<file path="config.mk">
export PLATFORM = sky130hd
export DESIGN_NAME = spi_brg
export DESIGN_NICKNAME = d
export VERILOG_FILES = /design/src/rtl/spi_brg_pkg.sv /design/src/rtl/spi_brg_cfg.sv /design/src/rtl/spi_brg_prediv.sv /design/src/rtl/spi_brg_halfcnt.sv /design/src/rtl/spi_brg.sv
export SDC_FILE = /design/constraint.sdc
export NUM_CORES = 1
export LEC_CHECK = 0
export BUFFER_PORTS_ARGS = -buffer_cell sky130_fd_sc_hd__buf_2
export CAP_MARGIN = 20
export CORE_MARGIN = 10
export CORE_UTILIZATION = 55
export CTS_CLUSTER_DIAMETER = 80
export DETAILED_ROUTE_END_ITERATION = 8
export PLACE_DENSITY = 0.77
export SLEW_MARGIN = 20
export SYNTH_ARGS = -nofsm -noshare
export SYNTH_HDL_FRONTEND = slang
export SYNTH_SLANG_ARGS = --single-unit
</file>
<file path="constraint.sdc">
create_clock -name clk -period 1.5 [get_ports clk]
set_clock_uncertainty 0.05 [all_clocks]
set_input_delay 0.15 -clock clk [delete_from_list [all_inputs] [get_ports clk]]
set_output_delay 0.15 -clock clk [all_outputs]
set_load 0.05 [all_outputs]
</file>
<file path="src/rtl/spi_brg_pkg.sv">
package spi_brg_pkg;
  localparam int BRG_PM_W_DEF   = 4;
  localparam int BRG_PREDIV_DEF = 16;

  typedef enum logic [1:0] {
    EDGE_NONE  = 2'd0,
    EDGE_LEAD  = 2'd1,
    EDGE_TRAIL = 2'd2
  } brg_edge_e;
endpackage

</file>
<file path="src/rtl/spi_brg_cfg.sv">
module spi_brg_cfg #(
  parameter int PM_W = 4
) (
  input  logic            clk,
  input  logic            rst_n,
  input  logic            en_i,
  input  logic            div16_i,
  input  logic [PM_W-1:0] pm_i,
  input  logic            cpol_i,
  output logic            div16_q,
  output logic [PM_W-1:0] pm_q,
  output logic            cpol_q
);
  logic            load;
  logic            div16_d;
  logic [PM_W-1:0] pm_d;
  logic            cpol_d;

  always_comb begin
    load    = !en_i;
    div16_d = load ? div16_i : div16_q;
    pm_d    = load ? pm_i    : pm_q;
    cpol_d  = load ? cpol_i  : cpol_q;
  end

  always_ff @(posedge clk or negedge rst_n) begin
    if (!rst_n) begin
      div16_q <= 1'b0;
      pm_q    <= '0;
      cpol_q  <= 1'b0;
    end else begin
      div16_q <= div16_d;
      pm_q    <= pm_d;
      cpol_q  <= cpol_d;
    end
  end

  // captured settings hold while enabled
  a_r7_cfg_frozen: assert property (@(posedge clk) disable iff (!rst_n)
    en_i |=> ($stable(pm_q) && $stable(div16_q) && $stable(cpol_q)));
endmodule

</file>
<file path="src/rtl/spi_brg_prediv.sv">
module spi_brg_prediv #(
  parameter int PRE_DIV = 16
) (
  input  logic clk,
  input  logic rst_n,
  input  logic run_i,
  input  logic div16_i,
  output logic tick_o
);
  generate
    if (PRE_DIV > 1) begin : g_div
      localparam int PRE_W = $clog2(PRE_DIV);
      localparam logic [PRE_W-1:0] PRE_LAST = PRE_W'(PRE_DIV - 1);
      logic [PRE_W-1:0] cnt_q, cnt_d;
      logic             at_last;

      always_comb begin
        at_last = (cnt_q == PRE_LAST);
        if (!run_i || !div16_i) cnt_d = '0;
        else if (at_last)       cnt_d = '0;
        else                    cnt_d = cnt_q + 1'b1;
        tick_o = run_i && (!div16_i || at_last);
      end

      always_ff @(posedge clk or negedge rst_n) begin
        if (!rst_n) cnt_q <= '0;
        else        cnt_q <= cnt_d;
      end

      // divided source never ticks on back-to-back cycles
      a_r1_tick_spacing: assert property (@(posedge clk) disable iff (!rst_n)
        (tick_o && div16_i && run_i) |=> !tick_o);
    end else begin : g_nodiv
      always_comb tick_o = run_i;
    end
  endgenerate
endmodule

</file>
<file path="src/rtl/spi_brg_halfcnt.sv">
module spi_brg_halfcnt #(
  parameter int HALF_W = 5
) (
  input  logic              clk,
  input  logic              rst_n,
  input  logic              run_i,
  input  logic              tick_i,
  input  logic [HALF_W-1:0] last_i,
  output logic              wrap_o
);
  logic [HALF_W-1:0] cnt_q, cnt_d;

  always_comb begin
    wrap_o = run_i && tick_i && (cnt_q == last_i);
    if (!run_i)      cnt_d = '0;
    else if (wrap_o) cnt_d = '0;
    else if (tick_i) cnt_d = cnt_q + 1'b1;
    else             cnt_d = cnt_q;
  end

  always_ff @(posedge clk or negedge rst_n) begin
    if (!rst_n) cnt_q <= '0;
    else        cnt_q <= cnt_d;
  end

  // count restarts from zero after a disable
  a_r8_restart_zero: assert property (@(posedge clk) disable iff (!rst_n)
    !run_i |=> (cnt_q == '0));
  // the counter never passes its terminal value
  a_r2_no_overrun: assert property (@(posedge clk) disable iff (!rst_n)
    run_i |-> (cnt_q <= last_i));
endmodule

</file>
<file path="src/rtl/spi_brg.sv">
module spi_brg #(
  parameter int PM_W    = spi_brg_pkg::BRG_PM_W_DEF,
  parameter int PRE_DIV = spi_brg_pkg::BRG_PREDIV_DEF
) (
  input  logic            clk,
  input  logic            rst_n,
  input  logic            en_i,
  input  logic            div16_i,
  input  logic [PM_W-1:0] pm_i,
  input  logic            cpol_i,
  output logic            sclk_o,
  output logic            lead_o,
  output logic            trail_o
);
  import spi_brg_pkg::*;

  localparam int HALF_W = PM_W + 1;

  logic [1:0]        rs_q;
  logic              rst_int_n;
  logic              div16_q, cpol_q;
  logic [PM_W-1:0]   pm_q;
  logic              tick, wrap;
  logic [HALF_W-1:0] half_last;
  logic              sclk_q, sclk_d;
  brg_edge_e         edge_q, edge_d;

  always_ff @(posedge clk or negedge rst_n) begin
    if (!rst_n) rs_q <= 2'b00;
    else        rs_q <= {rs_q[0], 1'b1};
  end
  assign rst_int_n = rs_q[1];

  spi_brg_cfg #(.PM_W(PM_W)) i_cfg (
    .clk(clk), .rst_n(rst_int_n), .en_i(en_i),
    .div16_i(div16_i), .pm_i(pm_i), .cpol_i(cpol_i),
    .div16_q(div16_q), .pm_q(pm_q), .cpol_q(cpol_q)
  );

  spi_brg_prediv #(.PRE_DIV(PRE_DIV)) i_prediv (
    .clk(clk), .rst_n(rst_int_n), .run_i(en_i),
    .div16_i(div16_q), .tick_o(tick)
  );

  assign half_last = {pm_q, 1'b1};

  spi_brg_halfcnt #(.HALF_W(HALF_W)) i_halfcnt (
    .clk(clk), .rst_n(rst_int_n), .run_i(en_i),
    .tick_i(tick), .last_i(half_last), .wrap_o(wrap)
  );

  always_comb begin
    sclk_d = sclk_q;
    edge_d = EDGE_NONE;
    if (!en_i) begin
      sclk_d = cpol_i;
    end else if (wrap) begin
      sclk_d = !sclk_q;
      edge_d = (sclk_q == cpol_q) ? EDGE_LEAD : EDGE_TRAIL;
    end
  end

  always_ff @(posedge clk or negedge rst_int_n) begin
    if (!rst_int_n) begin
      sclk_q <= 1'b0;
      edge_q <= EDGE_NONE;
    end else begin
      sclk_q <= sclk_d;
      edge_q <= edge_d;
    end
  end

  assign sclk_o  = sclk_q;
  assign lead_o  = (edge_q == EDGE_LEAD);
  assign trail_o = (edge_q == EDGE_TRAIL);

  // strobes are mutually exclusive
  a_r5_strobe_excl: assert property (@(posedge clk) disable iff (!rst_int_n)
    !(lead_o && trail_o));
  // a leading strobe sees the clock away from idle
  a_r4_lead_active: assert property (@(posedge clk) disable iff (!rst_int_n)
    lead_o |-> (sclk_o != cpol_q));
  // a trailing strobe sees the clock at idle
  a_r5_trail_idle: assert property (@(posedge clk) disable iff (!rst_int_n)
    trail_o |-> (sclk_o == cpol_q));
  // while enabled, the clock moves exactly when a strobe fires
  a_r4_move_strobe: assert property (@(posedge clk) disable iff (!rst_int_n)
    en_i |=> (!$stable(sclk_o) == (lead_o || trail_o)));
  // disabled output parks at the idle level
  a_r6_disabled_idle: assert property (@(posedge clk) disable iff (!rst_int_n)
    !en_i |=> ((sclk_o == $past(cpol_i)) && !lead_o && !trail_o));
endmodule

</file>
==> metrics.cfg, run 1 <==
[layout]
final_area_um2=1050
layout-drive-gt1-share=0.344
final_util=0.695
antenna_cells=0
final_nets=102
fin_cells=106
area.growth.synth_to_final_pct=19.2
fillers=123

[critical_path]
reg2reg_from=i_prediv.g_div.cnt_q[1]$_DFF_PN0_
crit_arrival_ps=1750
cp-end-kind=flip-flop
crit_fanout=5
slowest_delay_ps=410
critical-path-top-delay-family=simple AND/OR/NAND/NOR gates
r2r_slack_ps=-70
reg2reg_depth=5
setup.worst_path.start_class=flip-flop
path_buf_inv=0
crit_type=reg2reg
required_ps=1670
cp_cell_sequence=ha_2 > and3_4 > o21ai_4 > or3_4 > o211ai_2
reg2reg_to=sclk_o$_DFFE_PN0P_
slowest_stage=or3_4

[min_path]
whs_endpoint=i_cfg.pm_q[0]$_DFFE_PN0N_
hp-start=pm_i[0]
whs_path_depth=2
hold_path_class=in2reg

[timing]
rsz0062_at_grt=true
period_share=1.05
whs_ps=21.4
hold_violations=0
period_needed_ps=1570
setup_slack_ps=-70.9
setup_viol_count_final=4
finalMaxSlewViolations=0
max_freq_ghz=0.637

[synthesis]
synth_nets=83
yosysSeqAreaShare=0.570
synth_seq_cells=20
ys_types=24
yosys_warnings=0
netlist_instances=72
syn_area_per_cell_um2=12.2
synth_area_um2=878

[drt]
dr.pass1.iters=4
ant_nets=0
wl_um=1580
viasPerCell=5.31
via_count=563
drcViolationCount=0
drt_iter0_markers=6
wl_per_cell_um=14.9

[global_routing]
antenna_found_initial=0
grt_pass1_wl_um=2580
grt_pass1_vias=564
grt_usage=0.0954
overflow=0
grt_max_degree=19

[clocking]
cts_made_buffers=3
cts_max_path_buffers=2
cts_root_buffer=clkbuf_4
cts_tree=yes
insertion_delay_ps=300
postCtsSetupRepairBufs=0
htreeDepth=1
clk_pin_slew_ps=110
cts_num_sinks=20

[floorplanning]
rows=14
design.die.area_um2=3600
dieWidth_um=60.0
core_area_um2=1510
die_y_um=60.0
pin_count=12
start_util=0.583

[run]
cap_viol_max_count=0

[placement]
port_buffers=11
place_area_um2=972
dp.cells=101
dp_hpwl_um=1140
gp_congestion=0.789

[power_and_ir_drop]
vdd_drop_max_mv=0.864
p_per_area_nw_per_um2=1010
p_leak_nw=0.497

[outcome]
violations=setup timing
status=complete, but fails checks

[cells by family (layout without fill, tap and decap cells)]
kind of cell,count (synthesis),in the layout,share of synthesized area
compound gates,8,8,0.0798
xor+xnor,10,10,0.0997
fa+ha+maj,2,2,0.0285
buf+inv,3,21,0.0128
flops,20,20,0.570
mux,6,6,0.0741
other cells,1,1,0.00427
simple gates,22,22,0.131
[routing by layer]
layer / part of all wire / up-vias / global-route usage
met5: 0 / - / 0
met4: 0.038 / 0 / 0.0769
met3: 0.054 / 6 / 0.0254
met2: 0.45 / 12 / 0.137
met1: 0.46 / 268 / 0.116
li1: - / 277 / -
[what timing repair did]
item	in CTS	in global routing
gates resized for setup	2	3
endpoints found under the hold margin	2	0
endpoints found under the setup margin	2	7
hold buffers	1	0
pin swaps	2	1
[through the flow]
step	worst slack (ps)	TNS (ps)	power (mW)
final	-70.9	-92.8	1.05
after global routing	-100	-284	1.10
after floorplan	45.5	0	0.698
after global placement	7.60	0	0.734
after detailed placement	-14.7	-29.0	0.741
after CTS	-26.1	-50.6	1.05
[worst max path at each step]
stage                                endpoint  slack, ps  cells past startpoint                              start
6_report                   sclk_o$_DFFE_PN0P_        -70                      5  i_prediv.g_div.cnt_q[1]$_DFF_PN0_
3_3_place_gp   i_halfcnt.cnt_q[1]$_DFFE_PN0P_          8                      5  i_prediv.g_div.cnt_q[0]$_DFF_PN0_
3_5_place_dp   i_halfcnt.cnt_q[1]$_DFFE_PN0P_        -10                      5  i_prediv.g_div.cnt_q[1]$_DFF_PN0_
5_1_grt                    sclk_o$_DFFE_PN0P_       -100                      5  i_prediv.g_div.cnt_q[1]$_DFF_PN0_
2_1_floorplan  i_halfcnt.cnt_q[1]$_DFFE_PN0P_         50                      5  i_prediv.g_div.cnt_q[0]$_DFF_PN0_
4_1_cts        i_halfcnt.cnt_q[1]$_DFFE_PN0P_        -30                      5  i_prediv.g_div.cnt_q[1]$_DFF_PN0_
[cell type report]
cell class | instances | area [um2] | area share
flip-flops and latches | 20 | 500 | 0.478
multi-input cells | 49 | 395 | 0.378
repair buffers | 15 | 87.6 | 0.0836
clock buffers | 4 | 36.3 | 0.0346
well taps | 16 | 20.0 | 0.0191
inverters | 2 | 7.51 | 0.00717
[registers in the layout, indices dropped and copies added (netlist names)]
name,cells
i_halfcnt.cnt_q,5
edge_q,2
i_cfg.pm_q,4
i_cfg.cpol_q,1
i_prediv.g_div.cnt_q,4
i_cfg.div16_q,1
rs_q,2
sclk_o,1
[Yosys cell counts, drive strengths merged]
cell / count / share of area
dfrtp: 20 / 0.57
nor2: 8 / 0.034
xnor2: 5 / 0.050
xor2: 5 / 0.050
mux2: 4 / 0.051
nand2: 4 / 0.017
nor2b: 3 / 0.021
o21ai: 3 / 0.021
and3: 2 / 0.020
ha: 2 / 0.028
inv: 2 / 0.0086
mux2i: 2 / 0.023
nand3: 2 / 0.011
o2111ai: 2 / 0.020
buf: 1 / 0.0043
conb: 1 / 0.0043
nand2b: 1 / 0.0071
o211ai: 1 / 0.014
o311ai: 1 / 0.010
o31ai: 1 / 0.014
or2: 1 / 0.0071
or3: 1 / 0.013
[power breakdown]
part           internal, mW  switching (mW)  leakage [nW]
clock network         0.148           0.161        0.0210
logic                0.0649          0.0785         0.218
registers             0.571          0.0293         0.257
[cell usage in the layout, fill, tap and decap left out, types with 3 or more instances in the layout]
master     n
nand2_1    4
clkbuf_4   3
dfrtp_1   20
mux2_2     4
xor2_1     5
buf_2     11
xnor2_1    5
buf_4      3
nor2_1     8
Power figures use the tool's default switching activity.
==> run 2, diff against run 1 <==
--- a/config.mk
+++ b/config.mk
@@ -7,12 +7,14 @@
 export LEC_CHECK = 0
 export BUFFER_PORTS_ARGS = -buffer_cell sky130_fd_sc_hd__buf_2
 export CAP_MARGIN = 20
+export CORE_ASPECT_RATIO = 0.8
 export CORE_MARGIN = 10
 export CORE_UTILIZATION = 55
 export CTS_CLUSTER_DIAMETER = 80
 export DETAILED_ROUTE_END_ITERATION = 8
-export PLACE_DENSITY = 0.77
+export PLACE_DENSITY = 0.76
 export SLEW_MARGIN = 20
 export SYNTH_ARGS = -nofsm -noshare
 export SYNTH_HDL_FRONTEND = slang
+export SYNTH_HIERARCHICAL = 1
 export SYNTH_SLANG_ARGS = --single-unit
==> metrics.cfg, run 2 <==
[floorplanning]
dieWidth_um=67.0
start_util=0.592
core_area_um2=1640
die_y_um=57.6
design.die.area_um2=3860
rows=13
pin_count=12

[min_path]
hp-start=pm_i[1]
hold_path_class=in2reg
whs_path_depth=2
whs_endpoint=i_cfg/pm_q[1]$_DFFE_PN0N_

[clocking]
cts_max_path_buffers=2
cts_root_buffer=clkbuf_4
cts_made_buffers=3
insertion_delay_ps=290
cts_tree=yes
clk_pin_slew_ps=100
htreeDepth=1
cts_num_sinks=20

[critical_path]
crit_fanout=2
crit_arrival_ps=1730
crit_type=reg2reg
critical-path-top-delay-family=simple AND/OR/NAND/NOR gates
cp-end-kind=flip-flop
slowest_stage=dfrtp_1
required_ps=1690
cp_cell_sequence=ha_2 > nand3_2 > a21boi_2 > nand2_1 > and3b_2 > nand2_1 > and2b_2
slowest_delay_ps=370
reg2reg_from=i_prediv/g_div.cnt_q[1]$_DFF_PN0_
timing.critical_path.mode_cell=nand2_1
reg2reg_to=edge_q[1]$_DFF_PN0_
path_buf_inv=0
r2r_slack_ps=-40
setup.worst_path.start_class=flip-flop
reg2reg_depth=7

[layout]
biggestRegsByFlops=i_halfcnt/cnt_q x5, i_cfg/pm_q x4, i_prediv/g_div.cnt_q x4
layout-drive-gt1-share=0.340
final_util=0.711
regMostFlops=i_halfcnt/cnt_q
antenna_cells=0
area.growth.synth_to_final_pct=20.2
final_nets=119
layout_commonest_cell=dfrtp_1
largest_reg_flops=5
layout_common_cells=dfrtp_1 (20), buf_2 (11), buf_4 (9), xor2_1 (6), mux2_4 (6)

[synthesis]
netlist_instances=81
synth_area_um2=972
yosysTopAreaCell=dfrtp_1
syn_area_per_cell_um2=12.0
ys_types=30
yosysSeqAreaShare=0.515
synth_seq_cells=20
synth.area.top_cells=dfrtp_1 (51%), mux2_4 (9.3%), xor2_1 (5.4%)
synth_most_common_cell=dfrtp_1
synth_top_cells_by_count=dfrtp_1 (20), mux2_4 (6), nand3_1 (6), xor2_1 (6), nand2_1 (5)
yosys_warnings=6
synth_edf_count=0
synthDominantCellAreaShare=0.515
synthFlopType=dfrtp_1
synth-async-reset-ratio=1.00

[run]
cap_viol_max_count=0

[timing]
rsz0062_at_grt=true
hold_violations=0
period_needed_ps=1540
setup_slack_ps=-40.3
finalMaxSlewViolations=0
period_share=1.03
setup_viol_count_final=2
max_freq_ghz=0.649

[power_and_ir_drop]
p_seq_frac=0.586
power.share.clock=0.234
p_leak_nw=0.592
p_int_mw=0.759
switching_share=0.266
comb_power_share=0.180
p_per_area_nw_per_um2=885
vdd_drop_max_mv=0.616
p_sw_mw=0.276

[outcome]
violations=setup timing
status=complete, but fails checks

[drt]
drcViolationCount=0
ant_nets=0
wl_um=1840
via_count=677
dr.pass1.iters=4
viasPerCell=5.29
drt_iter0_markers=11
wl_per_cell_um=14.3

[global_routing]
grt_max_degree=19
overflow=0
grt_usage=0.106
grt_pass1_vias=681
antenna_found_initial=0
grt_pass1_wl_um=3120

[placement]
gp_congestion=0.792
dp_hpwl_um=1350
pre_cts_ws_ps=0.114
port_buffers=11

==> run 2: cell type report <==
cell class,count,area (um2)
Clock buffer,3,22.5
Fill cell,137,474
Inverter,1,3.75
Multi-Input combinational cell,60,470
Sequential cell,20,500
Tap cell,22,27.5
Timing Repair Buffer,22,144
==> run 2: worst reg2reg max path, delay by kind of cell (launching register included) <==
| family | cells | cell delay, ps |
|---|---|---|
| AO/OA/AOI/OAI | 1 | 180 |
| adder cells (fa/ha/maj) | 1 | 200 |
| flip-flops | 1 | 370 |
| AND/OR/NAND/NOR | 5 | 680 |
==> run 2: power groups by stage <==
| stage | clock network (mW) | logic [mW] | registers [mW] |
|---|---|---|---|
| global placement | 0 | 0.174 | 0.615 |
| finish | 0.242 | 0.186 | 0.606 |
| global route | 0.280 | 0.205 | 0.612 |
| floorplan | 0 | 0.104 | 0.626 |
| detailed placement | 0 | 0.179 | 0.618 |
| CTS | 0.254 | 0.184 | 0.607 |
==> run 2: logic make-up (layout without fill, tap and decap cells) <==
kind of cell    after synthesis  count (layout)  synth area share
compound gates               15              15             0.112
xor+xnor                      8               8            0.0721
simple gates                 24              24             0.138
flops                        20              20             0.515
mux                           8               8             0.113
fa+ha+maj                     2               2            0.0257
other cells                   1               3           0.00386
buf+inv                       3              26            0.0206
==> run 2: routing by layer <==
| metal | track usage | wire, um |
|---|---|---|
| met5 | 0 | 0 |
| met4 | 0.0439 | 35 |
| met3 | 0.0448 | 98 |
| met2 | 0.170 | 862 |
| met1 | 0.121 | 839 |
==> run 2: how the worst max path moves through the flow <==
stage	from	end	slack, ps	depth (start not counted)
global route	i_prediv/g_div.cnt_q[0]$_DFF_PN0_	sclk_o$_DFFE_PN0P_	-110	7
detailed placement	i_prediv/g_div.cnt_q[1]$_DFF_PN0_	edge_q[1]$_DFF_PN0_	0.1	7
floorplan	i_prediv/g_div.cnt_q[0]$_DFF_PN0_	edge_q[1]$_DFF_PN0_	-4	7
CTS	i_prediv/g_div.cnt_q[0]$_DFF_PN0_	edge_q[1]$_DFF_PN0_	7	7
finish	i_prediv/g_div.cnt_q[1]$_DFF_PN0_	edge_q[1]$_DFF_PN0_	-40	7
global placement	i_prediv/g_div.cnt_q[1]$_DFF_PN0_	edge_q[1]$_DFF_PN0_	70	7
==> run 2: per-stage QoR <==
step	area (um2)	hold slack, ps	TNS [ps]	std cells	power (mW)
6_report	1170	29.0	-51.1	128	1.03
2_1_floorplan	991	-196	-4.13	83	0.730
4_1_cts	1160	23.7	0	127	1.04
5_1_grt	1170	9.72	-548	128	1.10
3_5_place_dp	1120	-109	0	122	0.797
3_3_place_gp	1120	-114	0	122	0.790
==> run 2: repair_timing <==
item / CTS / global route
hold endpoints to repair: 2 / 0
buffers inserted: 1 / 1
setup endpoints to repair: 5 / 6
resized for setup: 0 / 2
hold buffers: 1 / 0
==> run 3, diff against run 2 <==
--- a/config.mk
+++ b/config.mk
@@ -13,6 +13,7 @@
 export CTS_CLUSTER_DIAMETER = 80
 export DETAILED_ROUTE_END_ITERATION = 8
 export PLACE_DENSITY = 0.76
+export RECOVER_POWER = 100
 export SLEW_MARGIN = 20
 export SYNTH_ARGS = -nofsm -noshare
 export SYNTH_HDL_FRONTEND = slang
==> metrics.cfg, run 3 (same netlist as run 2, synthesis figures left out) <==
[drt]
ant_nets=0
wl_per_cell_um=14.3
wl_um=1830
drt_iter0_markers=11
drcViolationCount=0
viasPerCell=5.32
via_count=681
dr.pass1.iters=4

[critical_path]
reg2reg_from=i_prediv/g_div.cnt_q[1]$_DFF_PN0_
crit_start=i_prediv/g_div.cnt_q[1]$_DFF_PN0_
reg2reg_to=edge_q[1]$_DFF_PN0_
reg2reg_depth=7
setup.worst_path.start_class=flip-flop
crit_fanout=2
crit_arrival_ps=1730
cp-end-kind=flip-flop
r2r_slack_ps=-40
crit_type=reg2reg
required_ps=1690
setup.worst_path.end=edge_q[1]$_DFF_PN0_

[floorplanning]
core_area_um2=1640
design.die.area_um2=3860
die_y_um=57.6
dieWidth_um=67.0
start_util=0.592
pin_count=12
rows=13

[power_and_ir_drop]
p_leak_nw=0.586
vdd_drop_max_mv=0.615
p_per_area_nw_per_um2=887

[layout]
regMostFlops=i_halfcnt/cnt_q
antenna_cells=0
biggestRegsByFlops=i_halfcnt/cnt_q x5, i_cfg/pm_q x4, i_prediv/g_div.cnt_q x4
fin_cells=128
layout-drive-gt1-share=0.321
largest_reg_flops=5
final_nets=119
fillers=140
area.growth.synth_to_final_pct=19.7
layout_common_cells=dfrtp_1 (20), buf_2 (10), buf_4 (8), xor2_1 (6), mux2_4 (6)
final_util=0.708
layout_commonest_cell=dfrtp_1

[timing]
period_needed_ps=1540
finalMaxSlewViolations=0
whs_ps=29.1
setup_viol_count_final=2
max_freq_ghz=0.649
setup_slack_ps=-40.2
rsz0062_at_grt=true
hold_violations=0
period_share=1.03
slew_headroom=0.365
worst_pin_slew_ps=952

[placement]
dp_hpwl_um=1350
gp_congestion=0.792
port_buffers=11
dp.cells=122

[clocking]
insertion_delay_ps=290
cts_made_buffers=3
cts_max_path_buffers=2
cts_num_sinks=20
cts_root_buffer=clkbuf_4
cts_tree=yes
clk_pin_slew_ps=100
htreeDepth=1

[min_path]
hold_path_class=in2reg

[global_routing]
grt_pass1_wl_um=3120
grt_pass1_vias=681
overflow=0
grt_usage=0.106
antenna_found_initial=0
grt_max_degree=19

[outcome]
status=complete, but fails checks
violations=setup timing

[run]
cap_viol_max_count=0

[run 3: final cells by class]
type	instances	area, um2	area share
repair buffers	22	139	0.119
clock buffers	3	22.5	0.0194
well taps	22	27.5	0.0237
inverters	1	3.75	0.00323
flip-flops and latches	20	500	0.430
multi-input cells	60	470	0.404
[run 3: worst min-delay path by stage]
stage                        from                        end  slack [ps]  cells past startpoint
final                     pm_i[1]  i_cfg/pm_q[1]$_DFFE_PN0N_          30                      2
after global routing      pm_i[1]  i_cfg/pm_q[1]$_DFFE_PN0N_          10                      2
after CTS                 pm_i[1]  i_cfg/pm_q[1]$_DFFE_PN0N_          20                      2
after detailed placement    rst_n          rs_q[0]$_DFF_PN0_        -110                      1
after global placement      rst_n          rs_q[1]$_DFF_PN0_        -110                      1
after floorplan             rst_n          rs_q[0]$_DFF_PN0_        -200                      0
[run 3: worst max-delay path: stages, from the launching register on]
cell and delay [ps]:
dfrtp_1 370, ha_2 200, nand3_2 80, a21boi_2 180, nand2_1 80, and3b_2 250, nand2_1 60, and2b_2 210
[run 3: timing repair]
item,in CTS,in global routing
hold buffers,1,0
pin swaps,0,0
hold endpoints to repair,2,0
setup buffers,1,1
resized for setup,0,2
endpoints found under the setup margin,5,6
[run 3: stage by stage]
step	power (mW)	TNS (ps)	instance area (um2)	worst slack, ps
5_1_grt	1.10	-548	1160	-113
4_1_cts	1.04	0	1160	6.50
2_1_floorplan	0.730	-4.13	991	-4.13
6_report	1.03	-50.9	1160	-40.2
3_5_place_dp	0.797	0	1120	0.114
3_3_place_gp	0.790	0	1120	70.1
[run 3: per-layer routing]
layer	GRT usage	up-vias	share of wire
li1	-	340	-
met1	0.121	324	0.45
met2	0.170	12	0.47
met3	0.0448	5	0.054
met4	0.0439	0	0.018
met5	0	-	0
[run 3: where the power goes]
group / leakage [nW] / switching [mW] / internal, mW
Combinational: 0.316 / 0.0938 / 0.0905
Sequential: 0.256 / 0.0332 / 0.573
Clock: 0.0138 / 0.148 / 0.0936
Total: 0.586 / 0.275 / 0.757
